<file path="src/rtl/uart_rx_irq_pkg.sv">
package uart_rx_irq_pkg;

  typedef enum logic [3:0] {
    IID_NONE    = 4'h1,
    IID_RXDATA  = 4'h4,
    IID_LINE    = 4'h6,
    IID_TIMEOUT = 4'hC
  } iid_e;

  // Frame length in bit times: start + data + optional parity + stop(s).
  function automatic int unsigned frame_bits(input logic [1:0] data_sel,
                                             input logic parity_en,
                                             input logic two_stop);
    return 1 + 5 + int'(data_sel) + int'(parity_en) + (two_stop ? 2 : 1);
  endfunction

  // Trigger threshold in bytes for the 2-bit select.
  function automatic int unsigned trig_level(input logic [1:0] sel);
    case (sel)
      2'd0:    return 1;
      2'd1:    return 4;
      2'd2:    return 8;
      default: return 14;
    endcase
  endfunction

endpackage

</file>
<file path="src/rtl/rx_trig_cmp.sv">
module rx_trig_cmp #(
  parameter int CNT_W = 5
) (
  input  logic             clk,
  input  logic             rst_n,
  input  logic [CNT_W-1:0] fifo_count,
  input  logic [1:0]       trig_sel,
  output logic             hit_o
);
  import uart_rx_irq_pkg::*;

  logic [CNT_W-1:0] level;
  assign level = CNT_W'(trig_level(trig_sel));

  always_ff @(posedge clk) begin
    if (!rst_n) hit_o <= 1'b0;
    else        hit_o <= (fifo_count >= level);
  end
endmodule

</file>
<file path="src/rtl/rx_char_timeout.sv">
module rx_char_timeout #(
  parameter int CNT_W      = 5,
  parameter int TICKS_BIT  = 16,
  parameter int CHAR_TIMES = 4,
  parameter int MAX_FRAME  = 12
) (
  input  logic             clk,
  input  logic             rst_n,
  input  logic [CNT_W-1:0] fifo_count,
  input  logic             push,
  input  logic             cpu_read,
  input  logic             baud_tick,
  input  logic [1:0]       data_sel,
  input  logic             parity_en,
  input  logic             two_stop,
  output logic             expired_o
);
  import uart_rx_irq_pkg::*;

  localparam int UNIT  = TICKS_BIT * CHAR_TIMES;
  localparam int TMR_W = $clog2(UNIT * MAX_FRAME + 1);

  logic [TMR_W-1:0] ticks;
  logic [TMR_W-1:0] limit;
  logic             restart;

  assign limit   = TMR_W'(frame_bits(data_sel, parity_en, two_stop) * UNIT);
  assign restart = push | cpu_read | (fifo_count == '0);

  always_ff @(posedge clk) begin
    if (!rst_n) begin
      ticks     <= '0;
      expired_o <= 1'b0;
    end else if (restart) begin
      ticks     <= '0;
      expired_o <= 1'b0;
    end else if (baud_tick && !expired_o) begin
      if (ticks == limit - TMR_W'(1)) begin
        ticks     <= '0;
        expired_o <= 1'b1;
      end else begin
        ticks <= ticks + TMR_W'(1);
      end
    end
  end
endmodule

</file>
<file path="src/rtl/rx_ready_flag.sv">
module rx_ready_flag #(
  parameter int CNT_W = 5
) (
  input  logic             clk,
  input  logic             rst_n,
  input  logic             push,
  input  logic [CNT_W-1:0] fifo_count,
  output logic             ready_o
);
  always_ff @(posedge clk) begin
    if (!rst_n)    ready_o <= 1'b0;
    else if (push) ready_o <= 1'b1;
    else if (fifo_count == '0) ready_o <= 1'b0;
  end
endmodule

</file>
<file path="src/rtl/uart_rx_irq_unit.sv">
module uart_rx_irq_unit #(
  parameter int DEPTH      = 16,
  parameter int TICKS_BIT  = 16,
  parameter int CHAR_TIMES = 4,
  localparam int CNT_W     = $clog2(DEPTH + 1)
) (
  input  logic             clk,
  input  logic             rst_n,
  input  logic [CNT_W-1:0] fifo_count,
  input  logic             push,
  input  logic             cpu_read,
  input  logic             baud_tick,
  input  logic [1:0]       data_sel,
  input  logic             parity_en,
  input  logic             two_stop,
  input  logic [1:0]       trig_sel,
  input  logic             fifo_en,
  input  logic             rx_irq_en,
  input  logic             lsr_pending,
  output logic             irq,
  output logic [3:0]       irq_id,
  output logic             data_ready
);
  import uart_rx_irq_pkg::*;

  logic trig_hit, tmo_hit, rx_active;
  iid_e id_sel;

  rx_trig_cmp #(.CNT_W(CNT_W)) u_trig (
    .clk(clk), .rst_n(rst_n), .fifo_count(fifo_count),
    .trig_sel(trig_sel), .hit_o(trig_hit));

  rx_char_timeout #(.CNT_W(CNT_W), .TICKS_BIT(TICKS_BIT),
                    .CHAR_TIMES(CHAR_TIMES), .MAX_FRAME(12)) u_tmo (
    .clk(clk), .rst_n(rst_n), .fifo_count(fifo_count), .push(push),
    .cpu_read(cpu_read), .baud_tick(baud_tick), .data_sel(data_sel),
    .parity_en(parity_en), .two_stop(two_stop), .expired_o(tmo_hit));

  rx_ready_flag #(.CNT_W(CNT_W)) u_dr (
    .clk(clk), .rst_n(rst_n), .push(push), .fifo_count(fifo_count),
    .ready_o(data_ready));

  assign rx_active = fifo_en & rx_irq_en;

  always_comb begin
    if (lsr_pending)                 id_sel = IID_LINE;
    else if (rx_active && trig_hit)  id_sel = IID_RXDATA;
    else if (rx_active && tmo_hit)   id_sel = IID_TIMEOUT;
    else                             id_sel = IID_NONE;
  end

  assign irq_id = id_sel;
  assign irq    = (id_sel != IID_NONE);
endmodule

</file>
<file path="config.mk">
export PLATFORM = sky130hd
export DESIGN_NAME = uart_rx_irq_unit
export DESIGN_NICKNAME = d
export VERILOG_FILES = /design/src/rtl/uart_rx_irq_pkg.sv /design/src/rtl/rx_trig_cmp.sv /design/src/rtl/rx_char_timeout.sv /design/src/rtl/rx_ready_flag.sv /design/src/rtl/uart_rx_irq_unit.sv
export SDC_FILE = /design/constraint.sdc
export NUM_CORES = 1
export LEC_CHECK = 0
export ABC_AREA = 1
export BUFFER_PORTS_ARGS = -buffer_cell sky130_fd_sc_hd__clkbuf_2
export CORE_MARGIN = 1.5
export CORE_UTILIZATION = 25
export DETAILED_ROUTE_END_ITERATION = 8
export GPL_TIMING_DRIVEN = 0
export PLACE_DENSITY_LB_ADDON = 0.05
export RECOVER_POWER = 100
export SYNTH_ARGS = -nofsm -noshare
export SYNTH_HDL_FRONTEND = slang
export SYNTH_HIERARCHICAL = 1
export SYNTH_SLANG_ARGS = --single-unit
</file>
<file path="constraint.sdc">
create_clock -name clk -period 2.65 [get_ports clk]
set_input_delay 0.3975 -clock clk [delete_from_list [all_inputs] [get_ports clk]]
set_output_delay 0.3975 -clock clk [all_outputs]
set_load 0.01 [all_outputs]
</file>
==> out/results.ini <==
[run_status]
status = finished, final reports clean

[layout]
final_util = 0.3121
antenna_cells = 0
mostFrequentLayoutCell = nand2_1
final_nets = 221
drive_gt1_frac = 0.1780
layout_common_cells = nand2_1 (41), inv_1 (34), nor2_1 (21), clkbuf_2 (16), dfxtp_1 (13)
nFillCells = 451
area_delta_synth_final_pct = 18.78

[sta]
max_freq_mhz = 461.6
min_period_ps = 2166
period_share = 0.8175
rsz0062_at_grt = false
setup_violations = 0
setup_tns_ps = 0
finalHoldViolCount = 0
maxSlewHeadroom = 0.8198
drv_slew = 0
finalClockSkew_ps = 3.169
tightest_slew_ps = 268.2

[pwr]
seqPwrFrac = 0.412
sw_frac_of_total = 0.2784
power_switching_mw = 0.1352
combPwrFrac = 0.230
p_per_area_mw_per_mm2 = 383.7
vdd_drop_max_uv = 130.9
intPower_mw = 0.3506
p_clk_frac = 0.358
power_leakage_nw = 0.6533

[worst_setup_path]
crit_slowest_cell = fa_1
cp_max_fo = 7
slowest_delay_ps = 410
cp.required_ps = 2770
crit_type = in -> reg
start_kind = primary input
worstPathCellList = clkbuf_1 > fa_1 > ha_1 > inv_1 > ha_1 > nand2_1 > inv_1 > nor2_1 > nand3_1 > nor2_1 > nand2_1 > nand2_1 > nor2_1
cp-end-kind = register
worst_ep_arrival_time_ps = 2290

[route]
vias = 998
drt_iter0_drc = 22
routedWlPerCell_um = 9.158
routed_wl_um = 2207
ant_nets = 0
drc = 0
viasPerCell = 4.141
drt_pass1_iterations = 2

[clocking]
cts_tree = done
clkSinkCount = 13
cts-buffers-inserted = 3
post_cts_buffers = 0
cts.path.max_buffers = 2
cts.clk_slew.worst_paths_ps = 60
cts.repair.resized = 0
worst_skew_pair.late_latency_ps = 240
cts_hold_buf = 0
cts-htree-levels = 1
root_buffer = clkbuf_8

[job]
cap_violations = 0

[floorplanning]
fp.dieW_um = 68.30
rows = 23
die_h_um = 68.30
fp.coreArea_mm2 = 0.004058
initial_core_util = 0.2627
ios = 25
dieArea_mm2 = 0.004665

[grt]
grt-ovfl-total = 0
grt_max_degree = 8
grt_pass1_wl_um = 4022
first_global_vias = 1016
antenna_found_initial = 0
track_usage = 0.1137

[synth]
syn_nets = 192
ys_types = 23
synth_cells = 163
avgSynthCellArea_um2 = 6.540
syn_area_mm2 = 0.001066
yosysSeqAreaShare = 0.2441
ys_ff_latch = 13
yosys_warnings = 6

[placed_design]
placement.io_buffers = 24
hpwl_um = 1897
gp_congestion = 0.7502

[hold_path]
hold_path_class = in -> reg

worst max-delay path: cells and delay by family:
family	cells	cell delay [ps]
fa+ha+maj	3	970
buf+inv	3	180
simple gates	7	740
cell families after synthesis:
family	after synthesis	share of synthesized area
and+or+nand+nor	92	0.4155
xor gates and xnor gates	5	0.04108
buffers and inverters	37	0.1338
adders and majority gates	10	0.1244
AOI/OAI and AO/OA	6	0.04108
DFF	13	0.2441
registers in the layout, summed over array words and instances, names as in the netlist:
signal / flops
u_tmo/ticks: 10
u_dr/ready_o: 1
u_tmo/expired_o: 1
u_trig/hit_o: 1
final cells by class:
class	instances	area, µm²	area share
Clock buffer	4	45.04	0.03557
Tap cell	50	62.56	0.04941
Timing Repair Buffer	24	110.1	0.08696
Buffer	1	7.507	0.005929
Sequential cell	13	260.3	0.2055
Multi-Input combinational cell	113	645.6	0.5099
Inverter	36	135.1	0.1067
power groups by stage:
stage / sequential [mW] / clock, mW / combinational (mW)
6_report: 0.200 / 0.174 / 0.112
3_5_place_dp: 0.204 / 0 / 0.117
4_1_cts: 0.200 / 0.187 / 0.118
5_1_grt: 0.200 / 0.195 / 0.130
2_1_floorplan: 0.205 / 0 / 0.0770
3_3_place_gp: 0.204 / 0 / 0.113
cells in the mapped netlist:
master	number	area [µm²]
or2_0	1	6.260
o21bai_2	1	11.26
nand3_1	10	50.05
dfxtp_1	13	260.3
a21oi_2	2	17.52
nand2_1	38	142.6
buf_4	1	7.510
inv_2	1	3.750
nor2_1	21	78.83
xnor2_1	1	8.760
nor2_2	2	12.51
clkinv_1	1	3.750
a21oi_1	3	15.01
fa_1	1	20.02
nand3_2	3	30.03
xor2_1	4	35.03
nor2_4	3	33.78
nand2_2	5	31.28
nand4_1	5	31.28
nand2_4	1	11.26
inv_1	34	127.6
nor3_1	3	15.01
ha_1	9	112.6
metrics by stage:
step	area (µm²)	worst slack [ps]	cells	hold slack [ps]	power, mW
3_5_place_dp	1249	322.2	237	464.6	0.3213
5_1_grt	1266	298.5	241	412.2	0.5256
3_3_place_gp	1249	329.9	237	458.4	0.3173
2_1_floorplan	1066	587.0	163	468.6	0.2817
4_1_cts	1294	582.9	241	389.2	0.5048
6_report	1266	483.5	241	394.5	0.4858
path summary, 6_finish.rpt:
| path | start | to | depth (start not counted) | slack [ps] |
|---|---|---|---|---|
| worst max-delay path | data_sel[0] | u_tmo/ticks[7]$_SDFFE_PP0P_ | 13 | 480 |
| worst min-delay path | rst_n | u_trig/hit_o$_SDFF_PN0_ | 3 | 390 |
| worst max register to register | u_tmo/ticks[1]$_SDFFE_PP0P_ | u_tmo/ticks[7]$_SDFFE_PP0P_ | 8 | 1170 |
| worst min register to register | u_dr/ready_o$_SDFFE_PN0P_ | u_dr/ready_o$_SDFFE_PN0P_ | 2 | 470 |
metal layers:
layer | part of all wire | global-route usage
met5 | 0 | 0
met3 | 0.023 | 0.01645
met1 | 0.49 | 0.1427
met2 | 0.48 | 0.1905
met4 | 0.0091 | 0.05250
No activity file was read; power rests on OpenSTA's default activity.
